## src/rtl/clk_sync_rx_pkg.sv

```systemverilog
package clk_sync_rx_pkg;
  typedef enum logic {
    SRC_INT = 1'b0,
    SRC_EXT = 1'b1
  } clk_src_e;
endpackage

```

## src/rtl/rx_clk_unit.sv

```systemverilog
module rx_clk_unit
  import clk_sync_rx_pkg::*;
#(
  parameter int HALF_DIV    = 4,
  parameter int SYNC_STAGES = 2
) (
  input  logic     clk_i,
  input  logic     rst_ni,
  input  logic     run_i,
  input  clk_src_e src_i,
  input  logic     sclk_ext_i,
  input  logic     sdata_i,
  output logic     sclk_o,
  output logic     rise_o,
  output logic     bit_o
);
  localparam int CNT_W = (HALF_DIV > 1) ? $clog2(HALF_DIV) : 1;
  localparam logic [CNT_W-1:0] CNT_LAST = CNT_W'(HALF_DIV - 1);

  logic [CNT_W-1:0]       div_q;
  logic                   sclk_q;
  logic [SYNC_STAGES-1:0] csync_q, dsync_q;
  logic                   cprev_q;
  logic                   int_rise, ext_rise;

  // internal divider, idle high
  always_ff @(posedge clk_i or negedge rst_ni) begin
    if (!rst_ni) begin
      div_q  <= '0;
      sclk_q <= 1'b1;
    end else if (!run_i || src_i != SRC_INT) begin
      div_q  <= '0;
      sclk_q <= 1'b1;
    end else if (div_q == CNT_LAST) begin
      div_q  <= '0;
      sclk_q <= ~sclk_q;
    end else begin
      div_q <= div_q + 1'b1;
    end
  end

  // resynchronise external clock and data together to keep them aligned
  always_ff @(posedge clk_i or negedge rst_ni) begin
    if (!rst_ni) begin
      csync_q <= {SYNC_STAGES{1'b1}};
      dsync_q <= '0;
      cprev_q <= 1'b1;
    end else begin
      csync_q <= {csync_q[SYNC_STAGES-2:0], sclk_ext_i};
      dsync_q <= {dsync_q[SYNC_STAGES-2:0], sdata_i};
      cprev_q <= csync_q[SYNC_STAGES-1];
    end
  end

  assign int_rise = run_i && (src_i == SRC_INT) && (div_q == CNT_LAST) && !sclk_q;
  assign ext_rise = run_i && (src_i == SRC_EXT) && csync_q[SYNC_STAGES-1] && !cprev_q;
  assign rise_o   = int_rise | ext_rise;
  assign bit_o    = dsync_q[SYNC_STAGES-1];
  assign sclk_o   = sclk_q;


  idle_high_chk: assert property (@(posedge clk_i) disable iff (!rst_ni)
    !run_i |=> sclk_o);

  ext_quiet_chk: assert property (@(posedge clk_i) disable iff (!rst_ni)
    (src_i == SRC_EXT) |=> sclk_o);
endmodule

```

## src/rtl/rx_shifter.sv

```systemverilog
module rx_shifter #(
  parameter int DATA_W = 8
) (
  input  logic              clk_i,
  input  logic              rst_ni,
  input  logic              halt_i,
  input  logic              rise_i,
  input  logic              bit_i,
  output logic              done_o,
  output logic [DATA_W-1:0] byte_o
);
  localparam int CNT_W = (DATA_W > 1) ? $clog2(DATA_W) : 1;
  localparam logic [CNT_W-1:0] LAST = CNT_W'(DATA_W - 1);

  logic [DATA_W-1:0] sh_q;
  logic [CNT_W-1:0]  cnt_q;
  logic [DATA_W-1:0] sh_nxt;

  // lsb first: new bit enters at the top and walks down
  assign sh_nxt = {bit_i, sh_q[DATA_W-1:1]};

  always_ff @(posedge clk_i or negedge rst_ni) begin
    if (!rst_ni) begin
      sh_q  <= '0;
      cnt_q <= '0;
    end else if (halt_i) begin
      cnt_q <= '0;
    end else if (rise_i) begin
      sh_q  <= sh_nxt;
      cnt_q <= (cnt_q == LAST) ? '0 : cnt_q + 1'b1;
    end
  end

  assign done_o = rise_i && !halt_i && (cnt_q == LAST);
  assign byte_o = sh_nxt;


  cnt_clear_chk: assert property (@(posedge clk_i) disable iff (!rst_ni)
    halt_i |=> (cnt_q == '0));

  frame_wrap_chk: assert property (@(posedge clk_i) disable iff (!rst_ni)
    done_o |=> (cnt_q == '0));
endmodule

```

## src/rtl/rx_flags.sv

```systemverilog
module rx_flags #(
  parameter int DATA_W = 8
) (
  input  logic              clk_i,
  input  logic              rst_ni,
  input  logic              done_i,
  input  logic [DATA_W-1:0] byte_i,
  input  logic              clr_full_i,
  input  logic              clr_ovr_i,
  input  logic              irq_en_i,
  output logic [DATA_W-1:0] data_o,
  output logic              full_o,
  output logic              ovr_o,
  output logic              rx_irq_o,
  output logic              err_irq_o
);
  logic [DATA_W-1:0] rdr_q;
  logic              full_q, ovr_q;
  logic              full_eff;

  // a clear in the completion cycle frees the register
  assign full_eff = full_q && !clr_full_i;

  always_ff @(posedge clk_i or negedge rst_ni) begin
    if (!rst_ni) begin
      rdr_q  <= '0;
      full_q <= 1'b0;
      ovr_q  <= 1'b0;
    end else begin
      if (clr_full_i) full_q <= 1'b0;
      if (clr_ovr_i)  ovr_q  <= 1'b0;
      if (done_i) begin
        if (!full_eff) begin
          rdr_q  <= byte_i;
          full_q <= 1'b1;
        end else begin
          ovr_q <= 1'b1;
        end
      end
    end
  end

  assign data_o    = rdr_q;
  assign full_o    = full_q;
  assign ovr_o     = ovr_q;
  assign rx_irq_o  = full_q & irq_en_i;
  assign err_irq_o = ovr_q & irq_en_i;


  keep_data_chk: assert property (@(posedge clk_i) disable iff (!rst_ni)
    $rose(ovr_q) |-> $stable(rdr_q));

  full_src_chk: assert property (@(posedge clk_i) disable iff (!rst_ni)
    $rose(full_q) |-> $past(done_i));

  halt_chk: assert property (@(posedge clk_i) disable iff (!rst_ni)
    ovr_q |-> !done_i);

  ovr_sticky_chk: assert property (@(posedge clk_i) disable iff (!rst_ni)
    (ovr_q && !clr_ovr_i) |=> ovr_q);
endmodule

```

## src/rtl/clk_sync_rx.sv

```systemverilog
module clk_sync_rx
  import clk_sync_rx_pkg::*;
#(
  parameter int DATA_W      = 8,
  parameter int HALF_DIV    = 4,
  parameter int SYNC_STAGES = 2
) (
  input  logic              clk_i,
  input  logic              rst_ni,
  input  logic              rx_en_i,
  input  logic              clk_sel_i,
  input  logic              sclk_i,
  input  logic              sdata_i,
  input  logic              irq_en_i,
  input  logic              clr_full_i,
  input  logic              clr_ovr_i,
  output logic              sclk_o,
  output logic [DATA_W-1:0] rx_data_o,
  output logic              full_o,
  output logic              ovr_o,
  output logic              rx_irq_o,
  output logic              err_irq_o,
  output logic              tx_inhibit_o
);
  logic              halt, rise, sbit, done;
  logic [DATA_W-1:0] frame;
  clk_src_e          src;

  assign src  = clk_src_e'(clk_sel_i);
  assign halt = !rx_en_i || ovr_o;

  rx_clk_unit #(.HALF_DIV(HALF_DIV), .SYNC_STAGES(SYNC_STAGES)) u_clk (
    .clk_i(clk_i), .rst_ni(rst_ni), .run_i(!halt), .src_i(src),
    .sclk_ext_i(sclk_i), .sdata_i(sdata_i),
    .sclk_o(sclk_o), .rise_o(rise), .bit_o(sbit)
  );

  rx_shifter #(.DATA_W(DATA_W)) u_shift (
    .clk_i(clk_i), .rst_ni(rst_ni), .halt_i(halt), .rise_i(rise),
    .bit_i(sbit), .done_o(done), .byte_o(frame)
  );

  rx_flags #(.DATA_W(DATA_W)) u_flags (
    .clk_i(clk_i), .rst_ni(rst_ni), .done_i(done), .byte_i(frame),
    .clr_full_i(clr_full_i), .clr_ovr_i(clr_ovr_i), .irq_en_i(irq_en_i),
    .data_o(rx_data_o), .full_o(full_o), .ovr_o(ovr_o),
    .rx_irq_o(rx_irq_o), .err_irq_o(err_irq_o)
  );

  assign tx_inhibit_o = ovr_o;


  inhibit_chk: assert property (@(posedge clk_i) disable iff (!rst_ni)
    ovr_o |-> (tx_inhibit_o && !done));
endmodule

```

## config.mk

```make
export PLATFORM = sky130hd
export DESIGN_NAME = clk_sync_rx
export DESIGN_NICKNAME = d
export VERILOG_FILES = /design/src/rtl/clk_sync_rx_pkg.sv /design/src/rtl/rx_clk_unit.sv /design/src/rtl/rx_shifter.sv /design/src/rtl/rx_flags.sv /design/src/rtl/clk_sync_rx.sv
export SDC_FILE = /design/constraint.sdc
export NUM_CORES = 1
export LEC_CHECK = 0
export CORE_ASPECT_RATIO = 0.8
export CORE_MARGIN = 2
export CORE_UTILIZATION = 52
export CTS_BUF_LIST = sky130_fd_sc_hd__clkbuf_4
export DETAILED_ROUTE_END_ITERATION = 8
export HOLD_SLACK_MARGIN = 0.05
export PLACE_DENSITY = 0.8
export SLEW_MARGIN = 20
export SYNTH_ARGS = -nofsm -noshare
export SYNTH_HDL_FRONTEND = slang
export SYNTH_HIERARCHICAL = 1
export SYNTH_SLANG_ARGS = --single-unit
```

## constraint.sdc

```tcl
create_clock -name clk_i -period 2.3 [get_ports clk_i]
set_input_delay 0.345 -clock clk_i [delete_from_list [all_inputs] [get_ports clk_i]]
set_output_delay 0.345 -clock clk_i [all_outputs]
set_load 0.02 [all_outputs]
```

Yosys cells after proc, flatten, opt, wreduce, memory -nomap -nowiden
Index checks and enable logic that the tools add are counted.
{ "word_totals": {"reg_bits": 29, "word_cells": 54} }
{ "op_classes": {"addsub": 2, "n_eq_ne": 2, "mux": 13, "bitwise": 7, "n_reduce_logical": 20} }
{ "ops": {"columns": ["op", "count"], "rows": [
  ["1-bit logical AND", 9],
  ["3-bit 2-to-1 mux", 3],
  ["1-bit 2-to-1 mux", 8],
  ["1-bit zero test", 5],
  ["2-bit 2-to-1 mux", 2],
  ["1-bit NOT", 4],
  ["2-bit AND reduction", 2],
  ["2-bit nonzero test", 2],
  ["3-bit by 1-bit adder with 3-bit output (second input constant)", 1],
  ["3-bit equality test (second input constant)", 1],
  ["2-bit by 1-bit adder with 2-bit output (second input constant)", 1],
  ["1-bit AND", 2],
  ["2-bit equality test (second input constant)", 1],
  ["1-bit logical OR", 2],
  ["1-bit OR", 1]
]} }

Logic depth before layout (Yosys ltp)
Gate-level depths: netlist of the first run.
{ "depth": {"word_depth": 10, "ltp_mapped": 8, "depth_no_buf": 7} }

Hierarchy
Netlist of the first run, hierarchy kept.
{ "by_module_without_submodules": {"columns": ["mod", "instances", "cells_per_inst", "area_each_um2", "seq_area_each_um2"], "rows": [
  ["rx_shifter", 1, 30, 455.4, 250.2],
  ["rx_flags", 1, 26, 425.4, 250.2],
  ["rx_clk_unit", 1, 18, 282.8, 205.2],
  ["clk_sync_rx", 1, 3, 20.0, 0.0]
]} }

Worst setup path after synthesis of the first run
Ideal clock, no wire load.
{ "synth_path": {"path_kind": "flip-flop to flip-flop", "startpoint": "reg u_flags.ovr_q (netlist: u_flags/ovr_o)", "endpoint": "reg u_flags.rdr_q[7] (netlist: u_flags/data_o[7])", "setup_time_ns": 0.125, "arrival_ns": 1.958, "slack_ns": 0.217, "path_stages_with_launch": 9, "n_path_buf": 1, "path_cell_list": "dfrtp_1 nor2b_1 nand2b_4 o21ai_1 nand2b_1 buf_6 nor2_1 nand2_4 mux2_4"} }
{ "synth_between": {"elab_chain_cells": 9} }
{ "synth_lines": {"columns": ["element", "line_no", "rtl"], "rows": [
  ["start, declared", "rx_flags.sv:18", "logic full_q, ovr_q;"],
  ["start signal, assigned", "rx_flags.sv:28", "ovr_q <= 1'b0;"],
  ["start signal, assigned", "rx_flags.sv:31", "if (clr_ovr_i) ovr_q <= 1'b0;"],
  ["start signal, assigned", "rx_flags.sv:37", "ovr_q <= 1'b1;"],
  ["1-bit logical OR (*)", "clk_sync_rx.sv:30", "assign halt = !rx_en_i || ovr_o;"],
  ["1-bit zero test (*)", "clk_sync_rx.sv:33", ".clk_i(clk_i), .rst_ni(rst_ni), .run_i(!halt), .src_i(src),"],
  ["1-bit logical AND, on equally long branches (3 in series)", "rx_clk_unit.sv:55, rx_clk_unit.sv:56", null],
  ["1-bit OR (*)", "rx_clk_unit.sv:57", "assign rise_o = int_rise | ext_rise;"],
  ["net rise", "clk_sync_rx.sv:25", "logic halt, rise, sbit, done;"],
  ["1-bit logical AND (*) (2 in series)", "rx_shifter.sv:34", "assign done_o = rise_i && !halt_i && (cnt_q == LAST);"],
  ["net done", "clk_sync_rx.sv:25", null],
  ["2-bit AND reduction (no source line) (*)", null, null],
  ["end signal, assigned", "rx_flags.sv:34", "rdr_q <= byte_i;"],
  ["end, declared", "rx_flags.sv:17", "logic [DATA_W-1:0] rdr_q;"]
]} }
Mark *: on every way through the listed nets, which the timed path passes. The rest lies on a longest branch.
A chain may end at the register's enable or synchronous reset.

Worst setup path after layout of the first run
{ "layout_path": {"startpoint": "in rx_en_i", "endpoint": "reg u_flags.rdr_q[7] (netlist: u_flags/data_o[7])"} }
{ "layout_between": {"elab_chain_cells": 10} }
{ "layout_lines": {"columns": ["element", "line_no", "rtl"], "rows": [
  ["start, declared", "clk_sync_rx.sv:10", "input logic rx_en_i,"],
  ["1-bit zero test (*)", "clk_sync_rx.sv:30", null],
  ["1-bit logical OR (*)", "clk_sync_rx.sv:30", null],
  ["1-bit zero test (*)", "clk_sync_rx.sv:33", null],
  ["1-bit logical AND, on equally long branches (3 in series)", "rx_clk_unit.sv:55, rx_clk_unit.sv:56", null],
  ["1-bit OR (*)", "rx_clk_unit.sv:57", null],
  ["net rise", "clk_sync_rx.sv:25", null],
  ["1-bit logical AND (*) (2 in series)", "rx_shifter.sv:34", null],
  ["net done", "clk_sync_rx.sv:25", null],
  ["2-bit AND reduction (no source line) (*)", null, null]
]} }
Marks and branches as above.

==> results of run 1 <==
-- where the power goes --
part	switching, mW	internal, mW	leakage, nW	total, mW
Sequential	0.0157	0.514	0.369	0.530
Clock	0.125	0.0612	0.0138	0.186
Combinational	0.0216	0.0394	0.342	0.0610
Total	0.162	0.615	0.725	0.777
-- synthesized netlist by cell type, drive strengths merged --
cell type	count
nor3	1
nand4b	1
inv	4
o22ai	1
nor2	4
o32ai	1
nand2	2
nand3b	1
mux2	15
nor2b	1
and2	2
buf	3
dfrtp	24
mux2i	2
ha	3
o21ai	1
nand2b	7
dfstp	4
-- routing by layer --
| metal | vias up | global-route usage [%] | wire (um) |
|---|---|---|---|
| met2 | 19 | 29.8 | 916 |
| met3 | 2 | 5.34 | 103 |
| li1 | 312 | - | - |
| met5 | - | 0 | 0 |
| met4 | 0 | 1.86 | 9 |
| met1 | 315 | 17.1 | 736 |
-- layout make-up --
cell class / count / area share (%)
Clock buffer: 3 / 1.54
Inverter: 4 / 1.03
Multi-Input combinational cell: 42 / 29.9
Sequential cell: 28 / 48.3
Tap cell: 25 / 2.14
Timing Repair Buffer: 26 / 17.1
-- stage by stage --
| stage | setup WS [ns] | power [mW] | cells |
|---|---|---|---|
| 6_report | 0.195 | 0.777 | 128 |
| 5_1_grt | 0.0926 | 0.821 | 128 |
| 4_1_cts | 0.201 | 0.792 | 128 |
| 3_5_place_dp | -0.126 | 0.603 | 125 |
| 3_3_place_gp | -0.0583 | 0.597 | 125 |
| 2_1_floorplan | 0.217 | 0.567 | 77 |
-- placed cells by master (no fill, tap or decap), drive strengths merged --
cell | synthesis | routed
and2 | 2 | 2
nand2b | 7 | 7
inv | 4 | 4
dfstp | 4 | 4
nand3b | 1 | 1
nor2b | 1 | 1
o21ai | 1 | 1
nand4b | 1 | 1
dfrtp | 24 | 24
clkdlybuf4s50 | 0 | 22
nor3 | 1 | 1
nor2 | 4 | 4
clkbuf | 0 | 3
mux2 | 15 | 15
nand2 | 2 | 2
buf | 3 | 4
ha | 3 | 3
mux2i | 2 | 2
o22ai | 1 | 1
o32ai | 1 | 1
-- worst max-delay path by stage --
stage / depth (start not counted) / slack [ns] / endpoint / from
floorplan: 8 / 0.22 / u_flags/data_o[7] / u_flags/ovr_o
global placement: 8 / -0.06 / u_flags/data_o[5] / rx_en_i
detailed placement: 8 / -0.13 / u_flags/data_o[7] / rx_en_i
CTS: 8 / 0.20 / u_flags/data_o[5] / rx_en_i
global route: 8 / 0.09 / u_flags/data_o[5] / rx_en_i
finish: 8 / 0.19 / u_flags/data_o[7] / rx_en_i
-- logic make-up (layout without fill, tap and decap cells) --
group           Yosys count  in the layout  share of synthesized area [%]
compound gates            3              3                           1.69
fa+ha+maj                 3              3                           3.17
buf+inv                   7             33                           3.49
flops                    28             28                           59.6
mux                      17             17                           20.7
simple gates             19             19                           11.3
-- sequential cells by signal, summed over array words and instances, names as in the netlist --
name / count
u_clk/cprev_q: 1
u_shift/sh_q: 7
u_flags/full_o: 1
u_shift/cnt_q: 3
u_clk/csync_q: 2
u_clk/div_q: 2
u_flags/data_o: 8
u_clk/dsync_q: 2
u_clk/sclk_o: 1
u_flags/ovr_o: 1
==> flow_summary.toml, run 1 <==
[worst_setup_path]
worstPathArrival_ns = 2.31
r2r_end = "u_flags/data_o[7]"
start_kind = "primary input"
endpoint_kind = "flop"
worstPathRequired_ns = 2.51
r2r-start = "u_flags/ovr_o"
crit_fanout = 8
slowest_delay_ns = 0.47
crit_chain = "clkdlybuf4s50_1, nor2b_1, nand2b_4, o21ai_1, nand2b_1, nor2_1, nand2_4, mux2_4"
critPathBufInv = 1
r2r_cells = 7
cp_top_family = "simple AND/OR/NAND/NOR gates"
r2r_slack_ns = 0.25
critical_path_class = "primary input to flop"
cp_slowest_cell = "clkdlybuf4s50_1"

[floorplanning]
start_util_pct = 54.8
io_pins = 23
die_w_um = 57.3
dieArea_mm2 = 0.00268
num_rows = 15
die_y_um = 46.7
core_mm2 = 0.00216

[sta]
rsz0062_at_grt = "false"
period_minus_slack_ns = 2.11
post-route-period-util_pct = 91.5
hold_viol = 0
hold-worst-slack_ns = 0.371
timing.slew.headroom_pct = 77.6
finClkSkew_ns = 0.00857
fmax_ghz = 0.475
setup_viol = 0
setup_tns_ns = 0
finalMaxSlewViolations = 0
tightest_slew_ns = 0.334

[pwr]
ir_worst_vdd_mv = 0.569
pwr_density_cell_mw_per_mm2 = 532
p_leak_nw = 0.725

[flow_run]
maxCapViolCount = 0

[drt]
final_antenna_net_count = 0
wl_per_cell_um = 13.8
dr_total_vias = 648
detail_route.wirelength_mm = 1.77
avgViaCountPerCell = 5.06
firstDrtPassIters = 2
drtIter0Drc = 6
drc = 0

[place]
port_buffers = 22
gp_congestion = 0.633
hpwl_mm = 1.39
place_area_mm2 = 0.00144

[clocking]
cts.clk_slew.worst_paths_ns = 0.13
h-tree-depth = 1
cts_num_sinks = 28
root_buffer = "clkbuf_4"
cts_tree = "done"
ctsResizeCount = 0
cts_hold_buffers = 0
cts_buffers = 3
clockBufferDepth = 2
clkLatencyLatePin_ns = 0.31
post_cts_buffers = 0

[hold_path]
hp-class = "primary input to asynchronous set/reset pin"

[global_route]
antenna_found_initial = 0
grt_max_degree = 29
grt_pass1_wl_mm = 3.03
grt-ovfl-total = 0
grt_use_total_pct = 15.4
grt_pass1_vias = 694

[cells_and_area]
drive_above_1_share_pct = 29.1
fin_area_mm2 = 0.00146
fill_cells = 161
multiInputGateArea_um2 = 437
syn_to_final_growth_pct = 23.5
final_util_pct = 67.7
register_area_um2 = 706
antennaDiodeCount = 0
final_nets = 117

[synthesis]
synth_top_area_share_pct = 50.7
synth_area_mm2 = 0.00118
synth.ff_latch_count = 28
seq_area_frac_synth_pct = 59.6
syn_inst = 77
synthTopCellsByArea = "dfrtp_1 (51%), mux2_4 (19%), dfstp_2 (8.9%)"
synth_top_cell_by_area = "dfrtp_1"
syn-num-nets = 89
post_synth.cell_area_avg_um2 = 15.4
ys_types = 21
yosys_warnings = 6

[status]
status = "finished clean"
Note: power is estimated with default switching activity, not from simulation.
==> run 2, diff against run 1 <==
Settings changed: SETUP_SLACK_MARGIN from default to 0.1.
==> flow_summary.toml, run 2 (synthesis results as in run 1) <==
[status]
status = "finished clean"

[sta]
rsz0062_at_grt = "false"
timing.slew.headroom_pct = 77.9
hold_viol = 0
finClkSkew_ns = 0.00860
tightest_slew_ns = 0.332
post-route-period-util_pct = 87.3
fmax_ghz = 0.498
finalMaxSlewViolations = 0
period_minus_slack_ns = 2.01
setup_viol = 0

[clocking]
clockBufferDepth = 2
clkLatencyLatePin_ns = 0.31
cts_hold_buffers = 0
cts_tree = "done"
cts_buffers = 3
cts.clk_slew.worst_paths_ns = 0.13
post_cts_buffers = 0
cts_num_sinks = 28
h-tree-depth = 1
root_buffer = "clkbuf_4"

[pwr]
internal_power_mw = 0.615
ir_worst_vdd_mv = 0.569
power_mw = 0.778
seq_power_share_pct = 68.2
p_leak_nw = 0.727
switchingPower_mw = 0.163
pwr_density_cell_mw_per_mm2 = 531
p_sw_share_pct = 20.9
p_clk_share_pct = 23.9
combPwrFrac_pct = 7.9

[worst_setup_path]
crit_chain = "clkdlybuf4s50_1, nor2b_1, nand2b_4, o21ai_2, nand2b_1, nor2_1, nand2_4, mux2_4"
cp-endpoint = "u_flags/data_o[7]"
r2r-start = "u_flags/ovr_o"
worstPathRequired_ns = 2.51
r2r_slack_ns = 0.35
worstPathArrival_ns = 2.21
cp_num_cells = 8
start_kind = "primary input"
critPathBufInv = 1
critical_path_class = "primary input to flop"
cp_top_family = "simple AND/OR/NAND/NOR gates"
cp_slowest_cell = "clkdlybuf4s50_1"
crit_fanout = 8
slowest_delay_ns = 0.47
r2r_end = "u_flags/data_o[7]"
endpoint_kind = "flop"
r2r_cells = 7
critPathLaunch = "rx_en_i"

[drt]
wl_per_cell_um = 13.8
detail_route.wirelength_mm = 1.77
final_antenna_net_count = 0
drc = 0
drtIter0Drc = 6
avgViaCountPerCell = 5.07
dr_total_vias = 649
firstDrtPassIters = 2

[floorplanning]
die_y_um = 46.7
dieArea_mm2 = 0.00268
start_util_pct = 54.8
die_w_um = 57.3
io_pins = 23
core_mm2 = 0.00216
num_rows = 15

[place]
gp_congestion = 0.633
port_buffers = 22
place_area_mm2 = 0.00144
hpwl_mm = 1.39

[global_route]
grt_pass1_vias = 694
grt_max_degree = 29
grt-ovfl-total = 0
grt_pass1_wl_mm = 3.03
grt_use_total_pct = 15.4
antenna_found_initial = 0

[cells_and_area]
largest_reg_flops = 8
syn_to_final_growth_pct = 23.8
fill_cells = 159
final_cell_mix = "dfrtp_1 (24), clkdlybuf4s50_1 (22), mux2_4 (15), nand2b_1 (5)"
drive_above_1_share_pct = 30.1
antennaDiodeCount = 0
final_nets = 117
mostFrequentLayoutCell = "dfrtp_1"
fin_area_mm2 = 0.00147

[hold_path]
hp-class = "primary input to asynchronous set/reset pin"

[flow_run]
maxCapViolCount = 0
run 2: changes by cell type in the layout (fill, tap and decap cells not counted):
cell | previous run | this run
o21ai_1 | 1 | 0
o21ai_2 | 0 | 1
run 2: worst min-delay path by stage:
stage	startpoint	to	cells past startpoint
4_1_cts	rst_ni	u_clk/div_q[0]	2
5_1_grt	rst_ni	u_clk/div_q[0]	2
6_report	rst_ni	u_clk/div_q[0]	2
3_3_place_gp	u_clk/dsync_q[0]	u_clk/dsync_q[1]	0
2_1_floorplan	rst_ni	u_clk/div_q[0]	0
3_5_place_dp	u_clk/dsync_q[0]	u_clk/dsync_q[1]	0
run 2: power groups by stage:
stage | logic (mW) | clock network, mW | registers (mW)
after global routing | 0.0676 | 0.220 | 0.534
after global placement | 0.0606 | 0 | 0.537
after floorplan | 0.0339 | 0 | 0.533
final | 0.0614 | 0.186 | 0.530
after detailed placement | 0.0628 | 0 | 0.540
after CTS | 0.0629 | 0.198 | 0.531
run 2: area by class of cell:
| type | count | area [um2] | share of cell area (%) |
|---|---|---|---|
| multi-input combinational | 42 | 440 | 30.1 |
| inverter | 4 | 15.0 | 1.02 |
| sequential | 28 | 706 | 48.2 |
| tap | 25 | 31.3 | 2.13 |
| clock buffer | 3 | 22.5 | 1.54 |
| timing repair buffer | 26 | 250 | 17.1 |
run 2: repair_timing:
action	in CTS	in global routing
endpoints found under the setup margin	0	3
resized for setup	0	1
endpoints found under the hold margin	0	0
run 2: metal layers:
| layer | vias up | part of all wire (%) | GRT usage [%] |
|---|---|---|---|
| li1 | 312 | - | - |
| met1 | 316 | 42 | 17.1 |
| met5 | - | 0 | 0 |
| met4 | 0 | 0.51 | 1.86 |
| met3 | 2 | 5.8 | 5.34 |
| met2 | 19 | 52 | 29.8 |
run 2: metrics by stage:
stage	TNS (ns)	setup WS, ns	util, %	hold WS (ns)	std cells
3_3_place_gp	-0.392	-0.0583	66.7	0.342	125
5_1_grt	0	0.199	67.9	0.376	128
6_report	0	0.291	67.9	0.371	128
2_1_floorplan	0	0.217	-	0.0494	77
3_5_place_dp	-0.945	-0.126	66.7	0.346	125
4_1_cts	0	0.201	67.7	0.370	128
